===== config.mk =====
export PLATFORM = sky130hd
export DESIGN_NAME = rx_frame_qualifier
export DESIGN_NICKNAME = d
export VERILOG_FILES = /design/src/rtl/rxq_pkg.sv /design/src/rtl/rxq_len_counter.sv /design/src/rtl/rxq_flag_track.sv /design/src/rtl/rxq_host_port.sv /design/src/rtl/rx_frame_qualifier.sv
export SDC_FILE = /design/constraint.sdc
export NUM_CORES = 1
export LEC_CHECK = 0
export BUFFER_PORTS_ARGS = -buffer_cell sky130_fd_sc_hd__clkbuf_2
export CAP_MARGIN = 40
export CORE_UTILIZATION = 53
export CTS_BUF_LIST = sky130_fd_sc_hd__clkbuf_8 sky130_fd_sc_hd__clkbuf_16
export DETAILED_ROUTE_END_ITERATION = 10
export HOLD_SLACK_MARGIN = 0.05
export PLACE_DENSITY = 0.79
export RECOVER_POWER = 100
export SYNTH_ARGS = -nofsm -noshare
export SYNTH_HDL_FRONTEND = slang
export SYNTH_SLANG_ARGS = --single-unit
export TNS_END_PERCENT = 30

===== constraint.sdc =====
create_clock -name clk -period 2.69 [get_ports clk]
set_input_delay 0.1345 -clock clk [delete_from_list [all_inputs] [get_ports clk]]
set_output_delay 0.1345 -clock clk [all_outputs]
set_load 0.1 [all_outputs]

===== src/rtl/rxq_pkg.sv =====
package rxq_pkg;
    localparam int STAT_W    = 16;
    localparam int FLAG_CRC  = 0;
    localparam int FLAG_RUNT = 1;
    localparam int FLAG_LONG = 2;
endpackage


===== src/rtl/rxq_len_counter.sv =====
module rxq_len_counter #(
    parameter int CNT_W = 12
) (
    input  logic             clk,
    input  logic             rst_n,
    input  logic             rx_valid,
    input  logic             rx_sof,
    input  logic             rx_eof,
    output logic             sof_hit,
    output logic             eof_hit,
    output logic             in_frame,
    output logic [CNT_W-1:0] cnt_prev,
    output logic [CNT_W-1:0] len_now
);
    localparam logic [CNT_W-1:0] CNT_MAX = {CNT_W{1'b1}};
    localparam logic [CNT_W-1:0] CNT_ONE = CNT_W'(1);

    typedef struct packed {
        logic             busy;
        logic [CNT_W-1:0] cnt;
    } len_state_t;

    len_state_t st_d, st_q;
    logic       accept;

    always_comb begin
        sof_hit = rx_valid && rx_sof;
        accept  = sof_hit || (rx_valid && st_q.busy);
        eof_hit = accept && rx_eof;
        if (sof_hit)
            len_now = CNT_ONE;
        else if (st_q.cnt == CNT_MAX)
            len_now = CNT_MAX;
        else
            len_now = st_q.cnt + CNT_ONE;
        st_d = st_q;
        if (accept) begin
            st_d.cnt  = len_now;
            st_d.busy = !rx_eof;
        end
    end

    always_ff @(posedge clk or negedge rst_n) begin
        if (!rst_n) st_q <= '0;
        else        st_q <= st_d;
    end

    assign in_frame = st_q.busy;
    assign cnt_prev = st_q.cnt;
endmodule


===== src/rtl/rxq_flag_track.sv =====
module rxq_flag_track #(
    parameter int CNT_W    = 12,
    parameter int RUNT_LEN = 64
) (
    input  logic             clk,
    input  logic             rst_n,
    input  logic             sof_hit,
    input  logic             in_frame,
    input  logic [CNT_W-1:0] cnt_prev,
    input  logic             rx_coll,
    input  logic             rx_crc_err,
    output logic             coll_now,
    output logic             crc_now
);
    localparam logic [CNT_W-1:0] WIN = CNT_W'(RUNT_LEN);

    typedef struct packed {
        logic coll;
        logic crc;
    } flag_state_t;

    flag_state_t fl_d, fl_q;
    logic        active;
    logic        in_window;

    always_comb begin
        active    = sof_hit || in_frame;
        in_window = sof_hit || (cnt_prev < WIN);
        coll_now  = (sof_hit ? 1'b0 : fl_q.coll) || (active && rx_coll && in_window);
        crc_now   = (sof_hit ? 1'b0 : fl_q.crc)  || (active && rx_crc_err);
        fl_d      = fl_q;
        if (active) begin
            fl_d.coll = coll_now;
            fl_d.crc  = crc_now;
        end
    end

    always_ff @(posedge clk or negedge rst_n) begin
        if (!rst_n) fl_q <= '0;
        else        fl_q <= fl_d;
    end
endmodule


===== src/rtl/rxq_host_port.sv =====
module rxq_host_port (
    input  logic       clk,
    input  logic       rst_n,
    input  logic       host_rd_lo,
    input  logic [7:0] bcnt_upper,
    output logic [7:0] bcnt_hi
);
    logic [7:0] hi_d, hi_q;

    always_comb begin
        hi_d = hi_q;
        if (host_rd_lo) hi_d = bcnt_upper;
    end

    always_ff @(posedge clk or negedge rst_n) begin
        if (!rst_n) hi_q <= '0;
        else        hi_q <= hi_d;
    end

    assign bcnt_hi = hi_q;
endmodule


===== src/rtl/rx_frame_qualifier.sv =====
module rx_frame_qualifier #(
    parameter int CNT_W    = 12,
    parameter int MAX_LEN  = 2000,
    parameter int RUNT_LEN = 64
) (
    input  logic        clk,
    input  logic        rst_n,
    input  logic        rx_valid,
    input  logic        rx_sof,
    input  logic        rx_eof,
    input  logic        rx_coll,
    input  logic        rx_crc_err,
    input  logic        pass_bad,
    input  logic        host_rd_lo,
    output logic        rpt_done,
    output logic [15:0] rpt_status,
    output logic [15:0] rpt_bcnt,
    output logic        rpt_keep,
    output logic        rpt_drop,
    output logic [7:0]  rpt_bcnt_hi
);
    import rxq_pkg::*;

    localparam logic [CNT_W-1:0] LONG_LIM = CNT_W'(MAX_LEN);
    localparam logic [CNT_W-1:0] WIN      = CNT_W'(RUNT_LEN);
    localparam int               PAD_W    = 16 - CNT_W;

    typedef struct packed {
        logic             done;
        logic [2:0]       flags;
        logic [CNT_W-1:0] len;
        logic             keep;
        logic             drop;
    } report_t;

    logic             sof_hit, eof_hit, in_frame;
    logic [CNT_W-1:0] cnt_prev, len_now;
    logic             coll_now, crc_now;
    logic [2:0]       flags_now;
    report_t          rp_d, rp_q;

    rxq_len_counter #(.CNT_W(CNT_W)) u_len (
        .clk(clk), .rst_n(rst_n), .rx_valid(rx_valid), .rx_sof(rx_sof),
        .rx_eof(rx_eof), .sof_hit(sof_hit), .eof_hit(eof_hit),
        .in_frame(in_frame), .cnt_prev(cnt_prev), .len_now(len_now)
    );

    rxq_flag_track #(.CNT_W(CNT_W), .RUNT_LEN(RUNT_LEN)) u_flags (
        .clk(clk), .rst_n(rst_n), .sof_hit(sof_hit), .in_frame(in_frame),
        .cnt_prev(cnt_prev), .rx_coll(rx_coll), .rx_crc_err(rx_crc_err),
        .coll_now(coll_now), .crc_now(crc_now)
    );

    always_comb begin
        flags_now            = '0;
        flags_now[FLAG_LONG] = len_now > LONG_LIM;
        flags_now[FLAG_RUNT] = coll_now || (len_now < WIN);
        flags_now[FLAG_CRC]  = crc_now;

        rp_d      = rp_q;
        rp_d.done = 1'b0;
        if (eof_hit) begin
            rp_d.done  = 1'b1;
            rp_d.flags = flags_now;
            rp_d.len   = len_now;
            rp_d.keep  = (flags_now == 3'b000) || pass_bad;
            rp_d.drop  = !rp_d.keep;
        end else if (sof_hit) begin
            rp_d = '0;
        end
    end

    always_ff @(posedge clk or negedge rst_n) begin
        if (!rst_n) rp_q <= '0;
        else        rp_q <= rp_d;
    end

    assign rpt_done   = rp_q.done;
    assign rpt_status = {{(STAT_W-3){1'b0}}, rp_q.flags};
    assign rpt_bcnt   = {{PAD_W{1'b0}}, rp_q.len};
    assign rpt_keep   = rp_q.keep;
    assign rpt_drop   = rp_q.drop;

    rxq_host_port u_host (
        .clk(clk), .rst_n(rst_n), .host_rd_lo(host_rd_lo),
        .bcnt_upper(rpt_bcnt[15:8]), .bcnt_hi(rpt_bcnt_hi)
    );
endmodule


==> Flow_metrics.wiki, run 1 <==
{| class="wikitable"
! Metric !! Value
|-
| Status || finished, final reports clean
|-
| Share of async-settable or async-resettable flops after synthesis || 1.00
|-
| Number of global-route vias before repair || 1,641
|-
| Total number of clock tree sinks || 37
|-
| Number of warnings printed during yosys synthesis || 0
|-
| Arrival time at the worst endpoint || 2.60 ns
|-
| Post-synth top area share || 0.425
|-
| Main synth FF type || dfrtp_1
|-
| Setup TNS Final || 0 ns
|-
| Class of the most critical hold timing path || primary input to register
|-
| Clk_lat worst skew || 0.29 ns
|-
| Required time of the worst setup path || 2.87 ns
|-
| Largest area contributor in the netlist || dfrtp_1
|-
| Cell count after placement || 302
|-
| Number of clock buffers inserted by TritonCTS || 5
|-
| Normalized max-slew margin || 0.101
|-
| Number of nets in the layout || 272
|-
| Total gr overflow || 0
|-
| Number of primary I/O pins || 52
|-
| Critical Path Fanout Max || 9
|-
| Total Die Area || 4370 µm²
|-
| Maximum resistive drop on vdd || 0.000321 V
|-
| Cell leakage power || 1.00 nW
|-
| CTS tree || yes
|-
| Router iterations before antenna repair || 4
|-
| Final weighted congestion of routability-driven global placement || 0.987
|-
| Shortest period the worst path allows || 2.42 ns
|-
| Top achievable clock speed || 0.413 GHz
|-
| Initial core utilization || 0.574
|-
| Cell area power density || 825 nW/µm²
|-
| Synthesized area || 2180 µm²
|-
| Crit path capture type || register
|-
| Non-filler cells, final || 311
|-
| Slew of the pin with the lowest slew margin || 1.35 ns
|-
| Final standard cell area without fillers || 2300 µm²
|-
| Share of synthesized area occupied by flip-flops and latches || 0.425
|-
| Post-detailed-route count of antenna-violating nets || 0
|-
| Worst-case clock skew || 0.00445 ns
|-
| Post-CTS clock slew at the launch and capture registers of the worst setup and hold paths || 0.08 ns
|-
| Gr usage total || 0.236
|-
| Fin crit share || 0.901
|-
| Antenna violations before repair || 0
|-
| Drt first-iter violations || 233
|-
| Vias after detailed routing || 1,839
|-
| Placed wire-length estimate after detailed placement || 3290 µm
|-
| Die width || 66.1 µm
|-
| Post-synth cell types || 52
|-
| Pin count of the biggest net entering global routing || 27
|-
| Setup repair after global routing missed its margin || no
|-
| Cell types with the largest area share after synthesis || dfrtp_1 42%, buf_4 7.2%, nand2_1 5.2%
|-
| Critical path class || register to register
|-
| Synthesized instance count || 237
|-
| Wire length reported by the detailed router || 4730 µm
|-
| Total DRC errors in the routed layout || 0
|-
| Number of synthesized flops with an enable pin || 0
|-
| Vias per std cell || 5.91
|-
| Fill cell instance count of the final layout || 349
|-
| Post-Place Worst Slack || 0.400 ns
|-
| Number of buffers on the longest clock path || 2
|-
| Global-route wire length before repair || 7740 µm
|-
| Floorplan core area || 3800 µm²
|-
| Average cell area after synthesis || 9.20 µm²
|-
| Flops & latches, synth || 37
|-
| Number of buffer cells added on primary ports || 30
|-
| Number of endpoints failing setup at the final stage || 0
|-
| Final setup slack of the worst path || 0.267 ns
|-
| Final Hold Violating Endpoints || 0
|-
| Chip Height || 66.1 µm
|-
| Average wire length per cell after detail routing || 15.2 µm
|-
| Count of pins over their slew limit || 0
|-
| Number of rows in the core area || 22
|-
| Post-placement cell area || 2240 µm²
|-
| Clock root buffer || clkbuf_8
|-
| Max Cap Violations || 0
|-
| Maximum level of the CTS H-tree || 2
|-
| Kind of launch point of the worst setup path || register
|-
| Area added between synthesis and finish || 5.51%
|-
| Proportion of layout cells with a drive suffix above 1 || 0.0951
|-
| ANT cells || 0
|}
==> cell families (layout without fill, tap and decap cells) <==
| group | after synthesis | count (layout) | share of synthesized area |
|---|---|---|---|
| XOR/XNOR | 3 | 3 | 0.0121 |
| multiplexers | 7 | 7 | 0.0390 |
| AND/OR/NAND/NOR | 81 | 81 | 0.193 |
| adder cells (fa/ha/maj) | 1 | 1 | 0.00574 |
| flip-flops | 37 | 37 | 0.425 |
| other | 1 | 21 | 0.00172 |
| AO/OA/AOI/OAI | 65 | 65 | 0.193 |
| buffers and inverters | 42 | 48 | 0.130 |
==> through the flow <==
step	hold slack, ns	total power, W	utilization
finish	0.0904	0.00190	0.605
global placement	0.303	0.00140	0.585
detailed placement	0.0601	0.00141	0.591
global route	0.0925	0.00198	0.605
floorplan	-0.161	0.00135	-
CTS	0.0794	0.00192	0.625
==> metal layers <==
layer / vias up / GRT usage / wire (µm)
met5: - / 0 / 0
met4: 0 / 0.0878 / 63
met3: 10 / 0.0534 / 412
met2: 111 / 0.361 / 2220
met1: 850 / 0.326 / 2030
li1: 868 / - / -
==> sequential cells by signal, indices dropped and copies added, names as in the netlist <==
signal and flops:
rpt_bcnt 12, u_len.cnt_prev 12, u_host.bcnt_hi 4, rpt_status 3
u_flags.fl_q 2, rpt_done 1, rpt_drop 1, rpt_keep 1
u_len.in_frame 1
==> area by class of cell <==
class	count	area, µm²	share of cell area
Multi-Input combinational cell	178	1020	0.445
Tap cell	48	60.1	0.0261
Clock buffer	6	82.6	0.0359
Sequential cell	37	926	0.403
Inverter	5	18.8	0.00816
Clock inverter	2	37.5	0.0163
Timing Repair Buffer	35	153	0.0664
==> cell usage in the layout (no fill, tap or decap), types with 4 or more instances in the layout <==
cell	instances
clkbuf_1	26
a31oi_1	4
inv_1	5
nor2_1	14
o21ai_0	16
nand2_1	30
a21oi_1	16
nand3_1	11
dfrtp_1	37
nand4_1	5
and4_1	4
a211oi_1	4
clkbuf_8	6
conb_1	21
clkbuf_2	6
==> critical path, stage by stage (launching register included) <==
cell     delay (ns)
dfrtp_1        0.48
ha_1           0.21
and4_1         0.36
a41oi_1        0.16
a211o_1        0.35
nor4_1         0.31
nand4_1        0.22
a31o_1         0.23
==> synth_stat cells, drive strengths merged (2+ instances only) <==
library cell	n
a21oi	16
a22oi	2
nor2	14
o21a	2
and2	3
nand2	30
nor4	3
clkbuf	8
nand4	5
inv	5
xor2	2
a31oi	4
nand3	11
a211o	2
mux2	6
buf	29
and4	6
dfrtp	37
and3	5
a41oi	3
o22ai	3
a211oi	4
o21ai	18
a21boi	2
==> timing repair <==
action	CTS	global route
buffers inserted	0	0
gates resized for setup	0	0
hold buffers	1	0
endpoints found under the hold margin	11	0
==> worst paths after layout <==
path	start	endpoint	slack, ns	cells past startpoint
worst min-delay path	rx_coll	u_flags.fl_q[1]	0.09	2
min in group asynchronous	rst_n	u_len.cnt_prev[0]	0.41	2
worst max register to register	u_len.cnt_prev[0]	rpt_keep	0.27	7
worst min register to register	rpt_status[0]	rpt_status[0]	0.50	2
max in group asynchronous	rst_n	rpt_keep	0.61	3
worst max-delay path	u_len.cnt_prev[0]	rpt_keep	0.27	7
==> where the power goes <==
group          total (W)  internal [W]  switching [W]
combinational   0.000676      0.000130       0.000547
clock           0.000502      0.000301       0.000201
sequential      0.000719      0.000625      0.0000933
Power figures use the tool's default switching activity.
==> run 2: changes to the inputs <==
Settings changed: SYNTH_HIERARCHICAL set to 1.
==> Flow_metrics.wiki, run 2 <==
{| class="wikitable"
! Metric !! Value
|-
| Status || finished, final reports clean (unchanged)
|-
| Utilization of the core after routing || 0.643 (was 0.605)
|-
| Minimum setup slack among reg-to-reg paths || 0.20 ns (was 0.27 ns)
|-
| List of most frequent post-synthesis cells || 41 x dfrtp_1, 18 x nor2_1, 17 x buf_4 (was 37 x dfrtp_1, 30 x nand2_1, 21 x buf_4)
|-
| ANT cells || 0 (unchanged)
|-
| Kind of launch point of the worst setup path || register (unchanged)
|-
| Instance count along the most critical hold path || 3 (was 2)
|-
| Proportion of layout cells with a drive suffix above 1 || 0.129 (was 0.0951)
|-
| Post-synth top area share || 0.474 (was 0.425)
|-
| Floorplan core area || 3800 µm² (unchanged)
|-
| Total DRC errors in the routed layout || 0 (unchanged)
|-
| Post-CTS clock slew at the launch and capture registers of the worst setup and hold paths || 0.08 ns (about the same)
|-
| Max Cap Violations || 0 (unchanged)
|-
| Depth of the most critical reg-to-reg path || 7 (unchanged)
|-
| Cell area power density || 738 nW/µm² (was 825 nW/µm²)
|-
| Post-synth cell types || 45 (was 52)
|-
| Count of pins over their slew limit || 0 (unchanged)
|-
| Number of endpoints failing setup at the final stage || 0 (unchanged)
|-
| Maximum level of the CTS H-tree || 2 (unchanged)
|-
| Maximum resistive drop on vdd || 0.000494 V (was 0.000321 V)
|-
| Worst-case clock skew || 0.0127 ns (was 0.00445 ns)
|-
| Combinational family with the most area after synthesis || compound AO/OA/AOI/OAI gates (unchanged)
|-
| Highest metal layer used by the detailed router || met4 (unchanged)
|-
| Number of rows in the core area || 22 (unchanged)
|-
| Vias per std cell || 5.55 (was 5.91)
|-
| Hold path startpoint || rx_crc_err (was rx_coll)
|-
| Router iterations before antenna repair || 4 (unchanged)
|-
| Shortest period the worst path allows || 2.49 ns (was 2.42 ns)
|-
| Number of buffers on the longest clock path || 2 (unchanged)
|-
| Pin count of the biggest net entering global routing || 29 (was 27)
|-
| Drt first-iter violations || 133 (was 233)
|-
| Area added between synthesis and finish || 12.8% (was 5.51%)
|-
| Number of buffer cells added on primary ports || 34 (was 30)
|-
| Normalized max-slew margin || 0.0500 (was 0.101)
|-
| Average cell area after synthesis || 10.5 µm² (was 9.20 µm²)
|-
| Clk_lat worst skew || 0.29 ns (about the same)
|-
| Wire length reported by the detailed router || 4600 µm (was 4730 µm)
|-
| CTS tree || yes (unchanged)
|-
| Fin crit share || 0.925 (was 0.901)
|-
| Number of primary I/O pins || 52 (unchanged)
|-
| Die width || 65.9 µm (was 66.1 µm)
|-
| Average wire length per cell after detail routing || 15.2 µm (about the same)
|-
| Routed length on met2 || 2190 µm (was 2220 µm)
|-
| Vias after detailed routing || 1,681 (was 1,839)
|-
| Parity-gate share of the synthesized area counting xor and xnor cells || 0.0243 (was 0.0121)
|-
| Cell leakage power || 1.08 nW (was 1.00 nW)
|-
| Top achievable clock speed || 0.402 GHz (was 0.413 GHz)
|-
| Setup TNS Final || 0 ns (unchanged)
|-
| Share of synthesized area occupied by flip-flops and latches || 0.474 (was 0.425)
|-
| Crit path capture type || register (unchanged)
|-
| Commonest non-fill, non-tap cells in the layout || 40 x dfrtp_1, 31 x clkbuf_1, 21 x conb_1, 18 x nor2_1, 13 x a22o_1 (was 37 x dfrtp_1, 30 x nand2_1, 26 x clkbuf_1, 21 x conb_1)
|-
| Critical path class || register to register (unchanged)
|-
| Final weighted congestion of routability-driven global placement || 0.906 (was 0.987)
|-
| Total number of clock tree sinks || 41 (was 37)
|-
| Area share of fa/ha/maj cells after synthesis || 0.00578 (was 0.00574)
|-
| Post-detailed-route count of antenna-violating nets || 0 (unchanged)
|-
| Gr usage total || 0.232 (was 0.236)
|-
| Class of the most critical hold timing path || primary input to register (unchanged)
|-
| Global-route wire length before repair || 7600 µm (was 7740 µm)
|-
| Flops & latches, synth || 41 (was 37)
|-
| Clock root buffer || clkbuf_8 (unchanged)
|-
| Initial core utilization || 0.569 (was 0.574)
|-
| Required time of the worst setup path || 2.88 ns (was 2.87 ns)
|-
| Number of warnings printed during yosys synthesis || 6 (was 0)
|-
| Total gr overflow || 0 (unchanged)
|-
| Main synth FF type || dfrtp_1 (unchanged)
|-
| R2r endpoint || rpt_status[2] (was rpt_keep)
|-
| Share of the synthesized area in compound gates (AO/OA/AOI/OAI) || 0.160 (was 0.193)
|-
| Antenna violations before repair || 0 (unchanged)
|-
| Number of clock buffers inserted by TritonCTS || 5 (unchanged)
|-
| Met1 routed wirelength after detailed routing || 2160 µm (was 2030 µm)
|-
| Basic-gate share of the synthesized area counting and, or, nand and nor cells || 0.153 (was 0.193)
|-
| Final Hold Violating Endpoints || 0 (unchanged)
|-
| Share of async-settable or async-resettable flops after synthesis || 1.00 (unchanged)
|-
| Mux share of post-synthesis cell area || 0.0885 (was 0.0390)
|-
| Synthesized instance count || 206 (was 237)
|-
| Number of nets in the layout || 264 (was 272)
|-
| Critical Path Fanout Max || 14 (was 9)
|-
| Slew of the pin with the lowest slew margin || 1.42 ns (was 1.35 ns)
|-
| Setup repair after global routing missed its margin || no (unchanged)
|-
| Most frequently used cell type in the post-synthesis netlist || dfrtp_1 (unchanged)
|-
| Cell types with the largest area share after synthesis || dfrtp_1 47%, buf_4 5.9%, mux2_4 5.6% (was dfrtp_1 42%, buf_4 7.2%, nand2_1 5.2%)
|-
| Fill cell instance count of the final layout || 343 (was 349)
|-
| Number of synthesized flops with an enable pin || 0 (unchanged)
|-
| Reg-to-Reg Start || u_len/cnt_prev[3] (was u_len.cnt_prev[0])
|-
| Most frequent standard cell in the layout excluding fill and tap cells || dfrtp_1 (unchanged)
|-
| Arrival time at the worst endpoint || 2.67 ns (was 2.60 ns)
|-
| WL met3 || 218 µm (was 412 µm)
|-
| Number of global-route vias before repair || 1,559 (was 1,641)
|-
| Total Die Area || 4340 µm² (was 4370 µm²)
|-
| Chip Height || 65.9 µm (was 66.1 µm)
|-
| Largest area contributor in the netlist || dfrtp_1 (unchanged)
|-
| Placed wire-length estimate after detailed placement || 3320 µm (was 3290 µm)
|-
| Hold worst-path end || u_flags/fl_q[0] (was u_flags.fl_q[1])
|-
| Synthesized area || 2160 µm² (was 2180 µm²)
|}
==> run 2: cell types whose count changed after synthesis, sizes merged, moves of 5 or more <==
cell	change
a22o	+12
buf	-6
mux2i	+5
nand2	-24
nor3	+7
nand3	-6
o21ai	-5
==> run 2: critical path: stages (launching register included) <==
cell and delay, ns:
dfrtp_1 0.50, nand4_4 0.20, or4_4 0.62, a21oi_1 0.19, or4b_1 0.46, nor3_2 0.11
o31ai_1 0.11, a21o_1 0.18
==> run 2: worst max path at each step <==
| stage | from | cells after the start | slack [ns] | end |
|---|---|---|---|---|
| after global routing | u_len/cnt_prev[3] | 7 | 0.01 | rpt_status[2] |
| after detailed placement | u_len/cnt_prev[0] | 9 | 0.12 | rpt_drop |
| after global placement | u_len/cnt_prev[0] | 8 | 0.19 | rpt_status[2] |
| final | u_len/cnt_prev[3] | 7 | 0.20 | rpt_status[2] |
| after CTS | u_len/cnt_prev[0] | 9 | 0.11 | rpt_drop |
| after floorplan | u_len/cnt_prev[0] | 9 | 0.1 | rpt_status[2] |
==> run 2: layout make-up <==
| type | instances | area [µm²] | share of cell area |
|---|---|---|---|
| multi-input combinational | 152 | 987 | 0.404 |
| sequential | 41 | 1030 | 0.421 |
| timing repair buffer | 48 | 229 | 0.0938 |
| clock inverter | 3 | 46.3 | 0.0190 |
| tap | 48 | 60.1 | 0.0246 |
| clock buffer | 5 | 68.8 | 0.0282 |
| inverter | 6 | 22.5 | 0.00923 |
==> run 2: layer usage <==
metal,global-route usage,up-vias
met4,0.0598,0
met2,0.369,62
met5,0,-
met1,0.320,799
met3,0.0500,5
li1,-,815
==> run 2: where the power goes <==
part	leakage [nW]	internal [W]	switching, W
logic	0.487	0.000117	0.000470
clock network	0.0543	0.000278	0.000218
registers	0.539	0.000672	0.0000476
==> run 2: cells by family (layout without fill, tap and decap cells) <==
| logic type | count (synthesis) | after routing |
|---|---|---|
| buf+inv | 33 | 62 |
| xor+xnor | 6 | 6 |
| mux | 15 | 15 |
| fa+ha+maj | 1 | 1 |
| simple gates | 57 | 57 |
| other cells | 1 | 21 |
| compound gates | 52 | 52 |
| flops | 41 | 41 |
==> run 2: through the flow <==
stage	area, µm²	setup slack (ns)	power (W)	instances	hold slack, ns
after floorplan	2240	0.0971	0.00122	226	-0.161
after global placement	2370	0.193	0.00131	291	0.340
after detailed placement	2390	0.121	0.00132	292	0.0682
after CTS	2510	0.106	0.00181	301	0.0858
after global routing	2440	0.0107	0.00188	303	0.109
final	2440	0.203	0.00180	303	0.0950
==> run 2: what timing repair did <==
| action | in CTS | in global routing |
|---|---|---|
| hold endpoints to repair | 13 | 0 |
| hold buffers | 1 | 0 |
| resized for setup | 0 | 3 |
| buffers inserted | 0 | 2 |
| endpoints found under the setup margin | 0 | 3 |
